## src/rtl/spi_duplex_pkg.sv

```systemverilog
package spi_duplex_pkg;

    localparam int DW = 16;
    localparam int LW = $clog2(DW + 1);
    localparam int IW = $clog2(DW);
    localparam int MIN_BITS = 8;

    localparam logic [1:0] SEL_CTRL = 2'd0;
    localparam logic [1:0] SEL_STAT = 2'd1;
    localparam logic [1:0] SEL_DATA = 2'd2;
    localparam logic [1:0] SEL_RATE = 2'd3;

    typedef struct packed {
        logic [3:0] width_code;
        logic       irq_en;
        logic       lsb_first;
        logic       master;
        logic       cpol;
        logic       cpha;
        logic       width_en;
    } ctrl_t;

    typedef struct packed {
        logic [LW-1:0] cnt;
        logic [DW-1:0] tx;
        logic [DW-1:0] rx;
    } eng_state_t;

    function automatic logic [LW-1:0] width_of(input ctrl_t c);
        logic [LW-1:0] w;
        if (!c.width_en)              w = LW'(MIN_BITS);
        else if (c.width_code == 4'd0) w = LW'(DW);
        else if (c.width_code[3])     w = LW'(c.width_code);
        else                          w = LW'(MIN_BITS);
        return w;
    endfunction

endpackage

```

## src/rtl/spi_in_sync.sv

```systemverilog
module spi_in_sync #(
    parameter int              W       = 3,
    parameter int              STAGES  = 2,
    parameter logic [W-1:0]    RST_VAL = '0
) (
    input  logic         clk,
    input  logic         rst_n,
    input  logic [W-1:0] d,
    output logic [W-1:0] q
);

    for (genvar g = 0; g < STAGES; g++) begin : g_stage
        logic [W-1:0] r_d, r_q;
        if (g == 0) begin : g_head
            always_comb r_d = d;
        end else begin : g_tail
            always_comb r_d = g_stage[g-1].r_q;
        end
        always_ff @(posedge clk or negedge rst_n) begin
            if (!rst_n) r_q <= RST_VAL;
            else        r_q <= r_d;
        end
    end

    assign q = g_stage[STAGES-1].r_q;

endmodule

```

## src/rtl/spi_sck_divider.sv

```systemverilog
module spi_sck_divider #(
    parameter int CW   = 8,
    parameter int MINP = 8
) (
    input  logic          clk,
    input  logic          rst_n,
    input  logic          run,
    input  logic [CW-1:0] period,
    output logic          tick
);

    localparam logic [CW-1:0] MIN_VAL = CW'(MINP);

    logic [CW-1:0] eff, half, cnt_d, cnt_q;

    always_comb begin
        eff   = (period < MIN_VAL) ? MIN_VAL : period;
        half  = eff >> 1;
        tick  = run && (cnt_q == half - 1'b1);
        cnt_d = (!run || tick) ? '0 : cnt_q + 1'b1;
    end

    always_ff @(posedge clk or negedge rst_n) begin
        if (!rst_n) cnt_q <= '0;
        else        cnt_q <= cnt_d;
    end

endmodule

```

## src/rtl/spi_bit_engine.sv

```systemverilog
module spi_bit_engine
    import spi_duplex_pkg::*;
(
    input  logic          clk,
    input  logic          rst_n,
    input  logic          load,
    input  logic [DW-1:0] load_word,
    input  logic          clr,
    input  logic          lead,
    input  logic          trail,
    input  logic          din,
    input  logic [LW-1:0] len,
    input  logic          cpha,
    input  logic          lsbf,
    output logic          dout,
    output logic          finish,
    output logic [DW-1:0] rx_word
);

    eng_state_t s_d, s_q;
    logic [LW-1:0] cur;
    logic [IW-1:0] bidx;

    always_comb begin
        s_d    = s_q;
        finish = 1'b0;
        // bit position on the wire: phase 1 advances the count on the lead edge
        if (cpha) cur = (s_q.cnt == '0) ? '0 : s_q.cnt - 1'b1;
        else      cur = s_q.cnt;
        if (cur >= len) cur = len - 1'b1;
        bidx = lsbf ? cur[IW-1:0] : IW'(len - 1'b1 - cur);
        dout = s_q.tx[bidx];

        if (load) begin
            s_d.tx  = load_word;
            s_d.rx  = '0;
            s_d.cnt = '0;
        end else if (clr) begin
            s_d.cnt = '0;
        end else if (!cpha) begin
            if (lead && s_q.cnt < len) s_d.rx[bidx] = din;
            if (trail && s_q.cnt < len) begin
                s_d.cnt = s_q.cnt + 1'b1;
                finish  = (s_q.cnt + 1'b1 == len);
            end
        end else begin
            if (lead && s_q.cnt < len) s_d.cnt = s_q.cnt + 1'b1;
            if (trail && s_q.cnt != '0) begin
                s_d.rx[bidx] = din;
                finish       = (s_q.cnt == len);
            end
        end
    end

    always_ff @(posedge clk or negedge rst_n) begin
        if (!rst_n) s_q <= '0;
        else        s_q <= s_d;
    end

    assign rx_word = s_q.rx;

endmodule

```

## src/rtl/spi_duplex_ctrl.sv

```systemverilog
module spi_duplex_ctrl
    import spi_duplex_pkg::*;
#(
    parameter int CW          = 8,
    parameter int MIN_PERIOD  = 8,
    parameter int SYNC_STAGES = 2
) (
    input  logic          clk,
    input  logic          rst_n,
    input  logic [1:0]    reg_sel,
    input  logic          reg_wr,
    input  logic          reg_rd,
    input  logic [DW-1:0] reg_wdata,
    output logic [DW-1:0] reg_rdata,
    output logic          irq,
    output logic          sck_out,
    output logic          mosi_out,
    input  logic          miso_in,
    input  logic          sck_in,
    input  logic          mosi_in,
    output logic          miso_out,
    input  logic          ss_n_in
);

    typedef struct packed {
        ctrl_t         ctrl;
        logic [CW-1:0] rate;
        logic          done;
        logic          wcol;
        logic          armed;
        logic          run;
        logic          sck;
        logic          sck_prev;
    } top_state_t;

    top_state_t st_d, st_q;

    logic [2:0]    sync_q;
    logic          ss_s, sck_s, mosi_s;
    logic [LW-1:0] len;
    logic          wr_data, data_acc, busy, start, collide;
    logic          tick, lead, trail, din, clr, dout, finish;
    logic [DW-1:0] rx_word;

    spi_in_sync #(.W(3), .STAGES(SYNC_STAGES), .RST_VAL(3'b100)) u_sync (
        .clk(clk), .rst_n(rst_n), .d({ss_n_in, sck_in, mosi_in}), .q(sync_q)
    );
    assign {ss_s, sck_s, mosi_s} = sync_q;

    spi_sck_divider #(.CW(CW), .MINP(MIN_PERIOD)) u_div (
        .clk(clk), .rst_n(rst_n), .run(st_q.run && st_q.ctrl.master),
        .period(st_q.rate), .tick(tick)
    );

    always_comb begin
        len      = width_of(st_q.ctrl);
        wr_data  = reg_wr && (reg_sel == SEL_DATA);
        data_acc = (reg_wr || reg_rd) && (reg_sel == SEL_DATA);
        busy     = st_q.ctrl.master ? st_q.run : !ss_s;
        start    = wr_data && !busy;
        collide  = wr_data && busy;
        clr      = !st_q.ctrl.master && ss_s;
        if (st_q.ctrl.master) begin
            lead  = tick && (st_q.sck == st_q.ctrl.cpol);
            trail = tick && (st_q.sck != st_q.ctrl.cpol);
            din   = miso_in;
        end else begin
            lead  = !ss_s && (sck_s != st_q.sck_prev) && (st_q.sck_prev == st_q.ctrl.cpol);
            trail = !ss_s && (sck_s != st_q.sck_prev) && (st_q.sck_prev != st_q.ctrl.cpol);
            din   = mosi_s;
        end
    end

    spi_bit_engine u_eng (
        .clk(clk), .rst_n(rst_n), .load(start), .load_word(reg_wdata), .clr(clr),
        .lead(lead), .trail(trail), .din(din), .len(len),
        .cpha(st_q.ctrl.cpha), .lsbf(st_q.ctrl.lsb_first),
        .dout(dout), .finish(finish), .rx_word(rx_word)
    );

    always_comb begin
        st_d          = st_q;
        st_d.sck_prev = sck_s;
        if (reg_wr && reg_sel == SEL_CTRL) st_d.ctrl = ctrl_t'({reg_wdata[11:8], reg_wdata[7:2]});
        if (reg_wr && reg_sel == SEL_RATE) st_d.rate = reg_wdata[CW-1:0];
        if (start && st_q.ctrl.master) begin
            st_d.run = 1'b1;
            st_d.sck = st_q.ctrl.cpol;
        end
        if (st_q.ctrl.master && tick) st_d.sck = !st_q.sck;
        if (finish && st_q.ctrl.master) st_d.run = 1'b0;
        if (reg_rd && reg_sel == SEL_STAT) st_d.armed = st_q.done || st_q.wcol;
        if (data_acc && st_q.armed) begin
            st_d.done  = 1'b0;
            st_d.wcol  = 1'b0;
            st_d.armed = 1'b0;
        end
        if (collide) st_d.wcol = 1'b1;
        if (finish)  st_d.done = 1'b1;
    end

    always_ff @(posedge clk or negedge rst_n) begin
        if (!rst_n) begin
            st_q      <= '0;
            st_q.rate <= CW'(MIN_PERIOD);
        end else begin
            st_q <= st_d;
        end
    end

    always_comb begin
        case (reg_sel)
            SEL_CTRL: reg_rdata = DW'({st_q.ctrl.width_code, st_q.ctrl.irq_en, st_q.ctrl.lsb_first,
                                       st_q.ctrl.master, st_q.ctrl.cpol, st_q.ctrl.cpha,
                                       st_q.ctrl.width_en, 2'b00});
            SEL_STAT: reg_rdata = DW'({st_q.wcol, st_q.done});
            SEL_DATA: reg_rdata = rx_word;
            default:  reg_rdata = DW'(st_q.rate);
        endcase
    end

    assign sck_out  = st_q.run ? st_q.sck : st_q.ctrl.cpol;
    assign mosi_out = dout;
    assign miso_out = dout;
    assign irq      = st_q.ctrl.irq_en && (st_q.done || st_q.wcol);

endmodule

```

## config.mk

```make
export PLATFORM = sky130hd
export DESIGN_NAME = spi_duplex_ctrl
export DESIGN_NICKNAME = d
export VERILOG_FILES = /design/src/rtl/spi_duplex_pkg.sv /design/src/rtl/spi_in_sync.sv /design/src/rtl/spi_sck_divider.sv /design/src/rtl/spi_bit_engine.sv /design/src/rtl/spi_duplex_ctrl.sv
export SDC_FILE = /design/constraint.sdc
export NUM_CORES = 1
export LEC_CHECK = 0
export CORE_UTILIZATION = 45
export CTS_CLUSTER_DIAMETER = 100
export DETAILED_ROUTE_END_ITERATION = 12
export DONT_BUFFER_PORTS = 1
export PLACE_DENSITY = 0.67
export SKIP_CTS_REPAIR_TIMING = 1
export SLEW_MARGIN = 20
export SYNTH_ARGS = -nofsm -noshare
export SYNTH_HDL_FRONTEND = slang
export SYNTH_HIERARCHICAL = 1
export SYNTH_SLANG_ARGS = --single-unit
```

## constraint.sdc

```tcl
create_clock -name clk -period 10.6 [get_ports clk]
set_clock_uncertainty 0.15 [all_clocks]
set_input_delay 2.12 -clock clk [delete_from_list [all_inputs] [get_ports clk]]
set_output_delay 2.12 -clock clk [all_outputs]
set_load 0.01 [all_outputs]
```

-- Word level (Yosys, flattened, before mapping)
Cells that the tools add are included.
- register bits after elaboration: 75
- input port bits: 26
- output and inout bits: 20
- add/sub/neg operators: 6
- $lt $le $gt $ge: 5
- equal/unequal tests: 14
- multiplexer cells: 42
- reduce and logical (&&, ||, !) cells: 45
- operators by type and width (kind ; count):
    $mux 16 ; 5
    $pmux 16 s3 ; 1
    $mux 5 ; 9
    $logic_and 1x1->1 ; 24
    $mux 1 ; 17
    $bwmux 16 ; 1
    $mux 8 ; 2
    $eq 5x5->1 ; 2
    $reduce_bool 2->1 ; 5
    $add 8x1->8 const B ; 1
    $eq 8x8->1 ; 1
    $lt 8x4->1 const B ; 1
    $mux 4 ; 2
    $sub 7x1->8 const B ; 1
    $mux 3 ; 2
    $add 5x1->5 const B ; 1
    $ge 5x5->1 ; 1
    $logic_not 1->1 ; 5
    $logic_not 5->1 ; 1
    $lt 4x5->1 const B ; 1
    $lt 5x5->1 ; 1
    $reduce_bool 5->1 ; 1
    $sub 5x1->5 const B ; 1
    $bmux 1 s4 ; 1
    other kinds (19) ; 25

-- Depth between registers and ports, before layout
Gate-level depths: netlist (run 1).
- word-level depth: 16
- mapped depth: 22
- depth with buffers taken out: 19

-- By module
The synthesis (run 1) kept the hierarchy.
- modules (own cells, without submodules) (module ; times used ; cells an instance ; area each (um^2) ; sequential area each (um^2)):
    spi_bit_engine ; 1 ; 302 ; 2971.6 ; 925.9
    spi_duplex_ctrl ; 1 ; 123 ; 1462.7 ; 601.8
    spi_sck_divider ; 1 ; 77 ; 671.9 ; 200.2
    spi_in_sync ; 1 ; 6 ; 152.6 ; 152.6

-- Least setup slack after synthesis (run 1)
Ideal clock, no wire load.
- path kind: flip-flop to output port
- from: register u_eng/s_q[32] in the netlist's numbering
- to: output mosi_out
- data arrival time: 4.263 ns
- data required time: 8.330 ns
- setup slack: 4.067 ns
- cell stages (with the launch flop): 22
- cell sequence: dfrtp_1 -> inv_1 -> ha_1 -> or4b_4 -> a21oi_4 -> ha_1 -> nand2b_1 -> a31oi_1 -> o21ai_0 -> buf_2 -> mux2i_1 -> ha_1 -> inv_1 -> fa_1 -> xor2_1 -> nor2_1 -> a21o_1 -> buf_1 -> o2111ai_1 -> nand2_1 -> a221oi_2 -> buf_4
- cells in the longest elaborated chain, start to end: 9
- RTL lines (element ; RTL line ; text):
    start: declaration ; spi_bit_engine.sv:20 ; eng_state_t s_d, s_q;
    start signal: assignment ; spi_bit_engine.sv:56 ; if (!rst_n) s_q <= '0;
    start signal: assignment ; spi_bit_engine.sv:57 ; else s_q <= s_d;
    $sub 5x1->5 / $logic_not 5->1 (equally long branches) ; spi_bit_engine.sv:28 ; if (cpha) cur = (s_q.cnt == '0) ? '0 : s_q.cnt - 1'b1;
    $mux 5 ; spi_bit_engine.sv:28 ;
    $mux 5 * ; spi_bit_engine.sv:28 ;
    $ge 5x5->1 ; spi_bit_engine.sv:30 ; if (cur >= len) cur = len - 1'b1;
    $mux 4 * ; spi_bit_engine.sv:30 ;
    $sub 4x4->4 ; spi_bit_engine.sv:31 ; bidx = lsbf ? cur[IW-1:0] : IW'(len - 1'b1 - cur);
    $mux 4 * ; spi_bit_engine.sv:31 ;
    $bmux 1 s4 * ; spi_bit_engine.sv:32 ; dout = s_q.tx[bidx];
    $mux 1 (not written as such) * ; spi_bit_engine.sv:32 ;
    end: declaration ; spi_duplex_ctrl.sv:17 ; output logic mosi_out,
Every way passes the cells marked *; elsewhere a longest branch is shown, timed or not. The select of a mux whose other input is x is not followed.

-- Final worst setup path (run 1)
Ends and elaborated chain as after synthesis.

==> impl_metrics.env, run 1 <==
export IMPL_outcome="completed"
export IMPL_synth_seq_cells=75
export IMPL_slowest_delay_ns=0.74
export IMPL_worstRegToRegCells=16
export IMPL_numPortBuffers=0
export IMPL_post_synth_top_area_fraction=0.343
export IMPL_clkSinkCount=75
export IMPL_min_period_over_period=0.714
export IMPL_critical_path_top_cell_by_count="sky130_fd_sc_hd__ha_1"
export IMPL_synth_top_cell_by_area="sky130_fd_sc_hd__dfrtp_1"
export IMPL_min_delay_path_class="reg2reg"
export IMPL_yosys_cell_count_top_type="sky130_fd_sc_hd__dfrtp_1"
export IMPL_cp_required_ns=8.33
export IMPL_core_rowCount=39
export IMPL_synth_cell_area_um2=5260
export IMPL_netlist_top_cells_count="sky130_fd_sc_hd__dfrtp_1, sky130_fd_sc_hd__mux2_2, sky130_fd_sc_hd__nor2_1, sky130_fd_sc_hd__mux2i_1, sky130_fd_sc_hd__inv_1"
export IMPL_grt_setup_unrepaired="false"
export IMPL_numCtsBuffers=9
export IMPL_route_detailed_drc=0
export IMPL_fraction_of_the_mapped_netlist_area_in_adder_cells=0.0466
export IMPL_ys_top_cells_by_area="sky130_fd_sc_hd__dfrtp_1, sky130_fd_sc_hd__mux2_2, sky130_fd_sc_hd__mux2i_1"
export IMPL_core_area_um2=11400
export IMPL_powerDensity_nw_per_um2=240
export IMPL_clk_insertion_delay_late_ns=0.34
export IMPL_layout_nets=520
export IMPL_timing_final_crit_period_ns=7.57
export IMPL_antenna_found_initial=0
export IMPL_drt_pass1_iterations=4
export IMPL_whs_path_depth=0
export IMPL_first_global_vias=3742
export IMPL_max_freq_ghz=0.132
export IMPL_synth_top_family_by_area="simple AND/OR/NAND/NOR gates"
export IMPL_gr_util_all_layers=0.216
export IMPL_io_pins=46
export IMPL_number_of_warning_messages_in_the_yosys_log=6
export IMPL_maximum_number_of_pins_on_one_net_before_global_route_repair=76
export IMPL_path_class="reg2out"
export IMPL_finalSetupTns_ns=0
export IMPL_effective_utilization_at_floorplan=0.461
export IMPL_clk_pin_slew_worst_paths_ns=0.06
export IMPL_detail_route_wirelength_um=12000
export IMPL_synth_enable_flop_cells=0
export IMPL_final_ant_viol_nets=0
export IMPL_max_vdd_ir_drop_v=0.000148
export IMPL_synth_xor_area_share=0.0416
export IMPL_dieWidth_um=110
export IMPL_worst_hold_path_endpoint="u_sync/q[0]"
export IMPL_synth_nets=553
export IMPL_timing_worst_slew_pin_value_ns=0.920
export IMPL_finalSetupViolCount=0
export IMPL_crit_path_top_delay_cell="sky130_fd_sc_hd__a21oi_1"
export IMPL_maxSlewViolCount=0
export IMPL_tritoncts="built"
export IMPL_die_area_um2=12100
export IMPL_ctsHtreeMaxLevel=3
export IMPL_slew_headroom=0.386
export IMPL_vias_per_cell=5.93
export IMPL_cts_root_buffer_cell="sky130_fd_sc_hd__clkbuf_16"
export IMPL_power_total_mw=1.31
export IMPL_synthesis_area_per_instance_um2=10.4
export IMPL_finalWeightedCongestion=0.895
export IMPL_dr_first_iter_drc_count=164
export IMPL_setup_reg_to_reg_worst_slack_ns=5.25
export IMPL_timing_rr_end="u_eng/rx_word[13]"
export IMPL_ys_types=73
export IMPL_synth_compound_area_share=0.118
export IMPL_timing_max_cap_violations=0
export IMPL_seq_area_frac_synth=0.358
export IMPL_detailed_place_hpwl_um=8630
export IMPL_clockBufferDepth=2
export IMPL_fin_util=0.477
export IMPL_antenna_cells=0
export IMPL_worst_setup_path_end_kind="primary output"
export IMPL_cp_max_fo=12
export IMPL_worst_flop_to_flop_path_startpoint="u_eng/s_q[32]"
export IMPL_path_cells="inv_1 -> ha_1 -> or4b_4 -> a21oi_4 -> ha_1 -> nand2b_1 -> a31oi_1 -> o21ai_2 -> mux2i_1 -> ha_1 -> inv_1 -> fa_1 -> xor2_1 -> nor2_1 -> a21oi_1 -> nor3_1 -> a221oi_2"
export IMPL_simple_gate_fraction_of_synth_area=0.184
export IMPL_wire_length_of_the_first_global_routing_pass_um=19400
export IMPL_share_of_cells_above_drive_strength_1=0.194
export IMPL_route_detailed_wl_per_inst_um=19.2
export IMPL_arrival_ns=5.30
export IMPL_area_growth_syn_to_layout_pct=3.59
export IMPL_grt_overflow_total=0
export IMPL_min_delay_start="u_sync/g_stage[0].r_q[0]"
export IMPL_nFillCells=1103
export IMPL_total_leakage_power_nw=2.34
export IMPL_die_height_um=110
export IMPL_postSynth_topFlopCell="sky130_fd_sc_hd__dfrtp_1"
export IMPL_synth_async_sr_flop_share=1.00
export IMPL_syn_inst=508
export IMPL_number_of_hold_violations_in_the_final_report=0
export IMPL_total_via_count_after_detailed_routing=3695
export IMPL_worstSetupStartpointType="register"
export IMPL_proportion_of_synthesized_area_in_mux_cells=0.177
==> registers in the layout (all words and copies together), names as in the netlist <==
signal              count
u_eng/rx_word          16
u_sync/q                3
st_q                   24
u_eng/s_q              21
u_div/cnt_q             8
u_sync/g_stage.r_q      3
==> worst max-delay path, delay by kind of cell (launching register included) <==
family | cells | cell delay [ns]
AO/OA/AOI/OAI | 5 | 2.15
XOR/XNOR | 1 | 0.16
adder cells (fa/ha/maj) | 4 | 0.91
buffers and inverters | 2 | 0.19
flip-flops | 1 | 0.47
multiplexers | 1 | 0.28
AND/OR/NAND/NOR | 4 | 0.81
==> worst max-delay path by stage <==
stage,slack (ns),from,cells after the start,to
after CTS,2.75,u_eng/s_q[32],17,mosi_out
after global placement,3.40,u_eng/s_q[32],17,mosi_out
after detailed placement,3.16,u_eng/s_q[32],17,mosi_out
after floorplan,4.07,u_eng/s_q[32],21,mosi_out
after global routing,2.72,u_eng/s_q[32],17,mosi_out
final,3.03,u_eng/s_q[32],17,mosi_out
==> cell type report <==
cell class / count / area (um^2) / area share
clock buffer: 10 / 229 / 0.0420
clock inverter: 6 / 71.3 / 0.0131
inverter: 24 / 90.1 / 0.0165
multi-input combinational: 364 / 2990 / 0.549
sequential: 75 / 1880 / 0.345
tap: 143 / 179 / 0.0328
timing repair buffer: 1 / 7.51 / 0.00138
==> metrics by stage <==
stage	hold WS, ns	setup slack, ns	instance area (um^2)	std cells
2_1_floorplan	0.181	4.07	5260	508
3_3_place_gp	0.188	3.40	5140	607
3_5_place_dp	0.185	3.16	5140	607
4_1_cts	0.199	2.75	5440	623
5_1_grt	0.213	2.72	5450	623
6_report	0.197	3.03	5450	623
==> layout by cell type (no fill, tap or decap), drive strengths merged, types with 2 or more instances in the layout <==
cell	instances
dfrtp	72
mux2	43
nor2	32
mux2i	29
inv	26
nand2b	22
nand2	18
ha	18
nand3	18
o21ai	16
xnor2	13
xor2	12
a21oi	12
nor3	12
nand3b	11
a22o	10
clkbuf	10
and3	9
a211oi	9
and2	9
a22oi	9
a31oi	7
nor2b	6
o21a	5
a21o	4
mux4	4
dfstp	3
or2	3
nand4	3
nor4	3
nor4b	3
clkinvlp	2
o211ai	2
or3	2
a32oi	2
o2111ai	2
and4bb	2
or4b	2
==> power by group <==
| part | switching, mW | internal, mW | total, mW |
|---|---|---|---|
| clock network | 0.124 | 0.184 | 0.309 |
| registers | 0.0810 | 0.364 | 0.445 |
| logic | 0.296 | 0.256 | 0.553 |
| total | 0.502 | 0.805 | 1.31 |
==> cells by family after synthesis <==
logic type	after synthesis
muxes	76
xor gates and xnor gates	25
AOI/OAI and AO/OA	85
adders and majority gates	19
buffers and inverters	69
and+or+nand+nor	159
DFF	75
==> metal layers <==
metal | vias to the layer above | global-route usage | wire length [um]
met2 | 102 | 0.342 | 5630
li1 | 1736 | - | -
met3 | 24 | 0.0694 | 581
met4 | 0 | 0.0752 | 295
met5 | - | 0 | 0
met1 | 1833 | 0.276 | 5450
(Power assumes the default switching activity.)
==> inputs of run 2 (changes only) <==
Settings changed: ABC_AREA from default to 1, PLACE_DENSITY 0.67 to 0.69.
Clock period 10.6 ns to 6.24 ns, I/O delays scaled along.
==> run 2 against run 1 <==
Against the previous run:
- utilization up 0.21 points
- global-route usage increased by 1.3 points
- sequential power increased by 58%
- non-clock buffer count stayed put
- first-iteration DRC count is 80% higher
- design area decreased by 4.6%
- register-to-register slack worse by 3.1 ns
- sequential share of layout area rose by 1.7 points
- flip-flop and latch count stayed put
- clock power increased by 30%
- die area down 4.6%
- critical path type unchanged
- highest routed layer unchanged
==> impl_metrics.env, run 2 <==
export IMPL_cts_root_buffer_cell="sky130_fd_sc_hd__clkbuf_8"
export IMPL_numPortBuffers=0
export IMPL_layout_nets=738
export IMPL_mostFrequentLayoutCells="sky130_fd_sc_hd__nand2_1, sky130_fd_sc_hd__inv_1, sky130_fd_sc_hd__dfrtp_1, sky130_fd_sc_hd__nor2_1, sky130_fd_sc_hd__nand3_1"
export IMPL_worstSetupStartpointType="register"
export IMPL_worstRegToRegCells=23
export IMPL_slew_headroom=0.376
export IMPL_synth_seq_cells=75
export IMPL_timing_max_cap_violations=0
export IMPL_dr_first_iter_drc_count=295
export IMPL_grt_setup_unrepaired="false"
export IMPL_max_freq_ghz=0.176
export IMPL_finalSetupTns_ns=0
export IMPL_largest_reg_flops=24
export IMPL_ctsHtreeMaxLevel=3
export IMPL_route_detailed_wl_per_inst_um=14.4
export IMPL_syn_inst=711
export IMPL_detail_route_wirelength_um=12100
export IMPL_core_area_um2=10800
export IMPL_clockBufferDepth=2
export IMPL_min_period_over_period=0.910
export IMPL_synthesis_area_per_instance_um2=7.05
export IMPL_regArea_um2=1880
export IMPL_route_detailed_drc=0
export IMPL_tritoncts="built"
export IMPL_nFillCells=1083
export IMPL_fin_hold_ws_ns=0.210
export IMPL_yosys_cell_count_top_type="sky130_fd_sc_hd__nand2_1"
export IMPL_core_rowCount=38
export IMPL_gr_util_all_layers=0.229
export IMPL_area_growth_syn_to_layout_pct=3.64
export IMPL_io_pins=46
export IMPL_maxSlewViolCount=0
export IMPL_antenna_found_initial=0
export IMPL_share_of_cells_above_drive_strength_1=0.0931
export IMPL_clkSinkCount=75
export IMPL_whs_path_depth=0
export IMPL_number_of_hold_violations_in_the_final_report=0
export IMPL_finalWeightedCongestion=0.846
export IMPL_total_via_count_after_detailed_routing=4264
export IMPL_antenna_cells=0
export IMPL_worst_setup_path_end_kind="primary output"
export IMPL_clk_pin_slew_worst_paths_ns=0.09
export IMPL_ys_types=36
export IMPL_drt_pass1_iterations=5
export IMPL_min_delay_path_class="reg2reg"
export IMPL_synth_top_cell_by_area="sky130_fd_sc_hd__dfrtp_1"
export IMPL_path_class="reg2out"
export IMPL_crit_path_top_delay_cell="sky130_fd_sc_hd__dfrtp_1"
export IMPL_clk_insertion_delay_late_ns=0.37
export IMPL_ys_top_cells_by_area="sky130_fd_sc_hd__dfrtp_1, sky130_fd_sc_hd__nand2_1, sky130_fd_sc_hd__inv_1"
export IMPL_die_height_um=108
export IMPL_cp_max_fo=9
export IMPL_timing_worst_slew_pin_value_ns=0.934
export IMPL_finalSetupViolCount=0
export IMPL_final_ant_viol_nets=0
export IMPL_multi_input_comb_area_um2=2580
export IMPL_number_of_warning_messages_in_the_yosys_log=6
export IMPL_slowest_delay_ns=0.45
export IMPL_outcome="completed"
export IMPL_max_vdd_ir_drop_v=0.000193
export IMPL_synth_cell_area_um2=5010
export IMPL_total_leakage_power_nw=2.74
export IMPL_post_synth_top_area_fraction=0.359
export IMPL_register_bank_with_the_most_flops="st_q"
export IMPL_powerDensity_nw_per_um2=386
export IMPL_effective_utilization_at_floorplan=0.462
export IMPL_synth_nets=756
export IMPL_synth_async_sr_flop_share=1.00
export IMPL_synth_enable_flop_cells=0
export IMPL_grt_overflow_total=0
export IMPL_die_area_um2=11600
export IMPL_wire_length_of_the_first_global_routing_pass_um=20500
export IMPL_timing_final_crit_period_ns=5.68
export IMPL_cp_required_ns=4.84
export IMPL_netlist_top_cells_count="sky130_fd_sc_hd__nand2_1, sky130_fd_sc_hd__inv_1, sky130_fd_sc_hd__dfrtp_1, sky130_fd_sc_hd__nor2_1, sky130_fd_sc_hd__nand3_1"
export IMPL_layout_cells_most_common="sky130_fd_sc_hd__nand2_1"
export IMPL_dieWidth_um=108
export IMPL_critical_path_top_cell_by_count="sky130_fd_sc_hd__nand2_1"
export IMPL_numCtsBuffers=9
export IMPL_maximum_number_of_pins_on_one_net_before_global_route_repair=76
export IMPL_seq_area_frac_synth=0.375
export IMPL_postSynth_topFlopCell="sky130_fd_sc_hd__dfrtp_1"
export IMPL_vias_per_cell=5.09
export IMPL_first_global_vias=4296
export IMPL_detailed_place_hpwl_um=8970
export IMPL_arrival_ns=4.28
## run 2: cell count changes in the layout (fill, tap and decap cells not counted), moves of 11 or more
cell	delta
sky130_fd_sc_hd__nand3_1	+29
sky130_fd_sc_hd__inv_1	+64
sky130_fd_sc_hd__nor2_1	+34
sky130_fd_sc_hd__nand2_1	+239
sky130_fd_sc_hd__o21ai_1	+13
sky130_fd_sc_hd__mux2_4	-11
sky130_fd_sc_hd__mux2_2	-32
sky130_fd_sc_hd__nand2b_1	-22
sky130_fd_sc_hd__mux2i_1	-27
## run 2: layout make-up
class / instances / share of cell area
sequential: 75 / 0.362
clock buffer: 9 / 0.0238
clock inverter: 7 / 0.0161
multi-input combinational: 514 / 0.496
timing repair buffer: 1 / 0.00145
tap: 140 / 0.0337
inverter: 92 / 0.0665
## run 2: stage by stage
stage          area [um^2]   util  power (mW)  setup slack (ns)  instances
6_report              5190  0.479        2.01             0.562        838
5_1_grt               5190  0.479        2.20             0.133        838
4_1_cts               5190  0.479        2.02             0.563        838
3_5_place_dp          4990  0.460        1.60             0.976        822
3_3_place_gp          4990  0.460        1.58              1.18        822
2_1_floorplan         5010      -        1.49              1.34        711
## run 2: kinds of logic (layout without fill, tap and decap cells)
group                      count (synthesis)  after routing  share of synthesized area
xor gates and xnor gates                  18             18                     0.0315
and+or+nand+nor                          408            408                      0.349
AOI/OAI and AO/OA                         69             69                     0.0841
DFF                                       75             75                      0.375
buffers and inverters                    122            109                      0.111
adders and majority gates                 19             19                     0.0489
## run 2: final timing paths
kind                                                from                 to  slack, ns
worst max-delay path                       u_eng/s_q[32]           miso_out       0.56
worst min-delay path            u_sync/g_stage[0].r_q[1]        u_sync/q[1]       0.21
worst max register to register             u_eng/s_q[32]  u_eng/rx_word[12]       2.17
worst min register to register  u_sync/g_stage[0].r_q[1]        u_sync/q[1]       0.21
max in group asynchronous                          rst_n            st_q[9]       5.32
min in group asynchronous                          rst_n      u_eng/s_q[29]       0.42
## run 2: power by group
group,leakage [nW],internal (mW),switching (mW)
registers,0.951,0.609,0.0952
clock network,0.108,0.192,0.209
logic,1.68,0.299,0.603
## run 2: layer usage
| metal | vias to the layer above | share of wire | GRT usage |
|---|---|---|---|
| met5 | - | 0 | 0 |
| met4 | 0 | 0.023 | 0.0793 |
| met3 | 29 | 0.055 | 0.0599 |
| met2 | 101 | 0.46 | 0.373 |
| met1 | 1976 | 0.46 | 0.292 |
| li1 | 2158 | - | - |
## run 2: critical path: cells and delay by family, from the launching register on
kind | cells | cell delay [ns]
flops | 1 | 0.45
fa+ha+maj | 3 | 0.79
simple gates | 18 | 1.90
buf+inv | 4 | 0.32
compound gates | 3 | 0.44
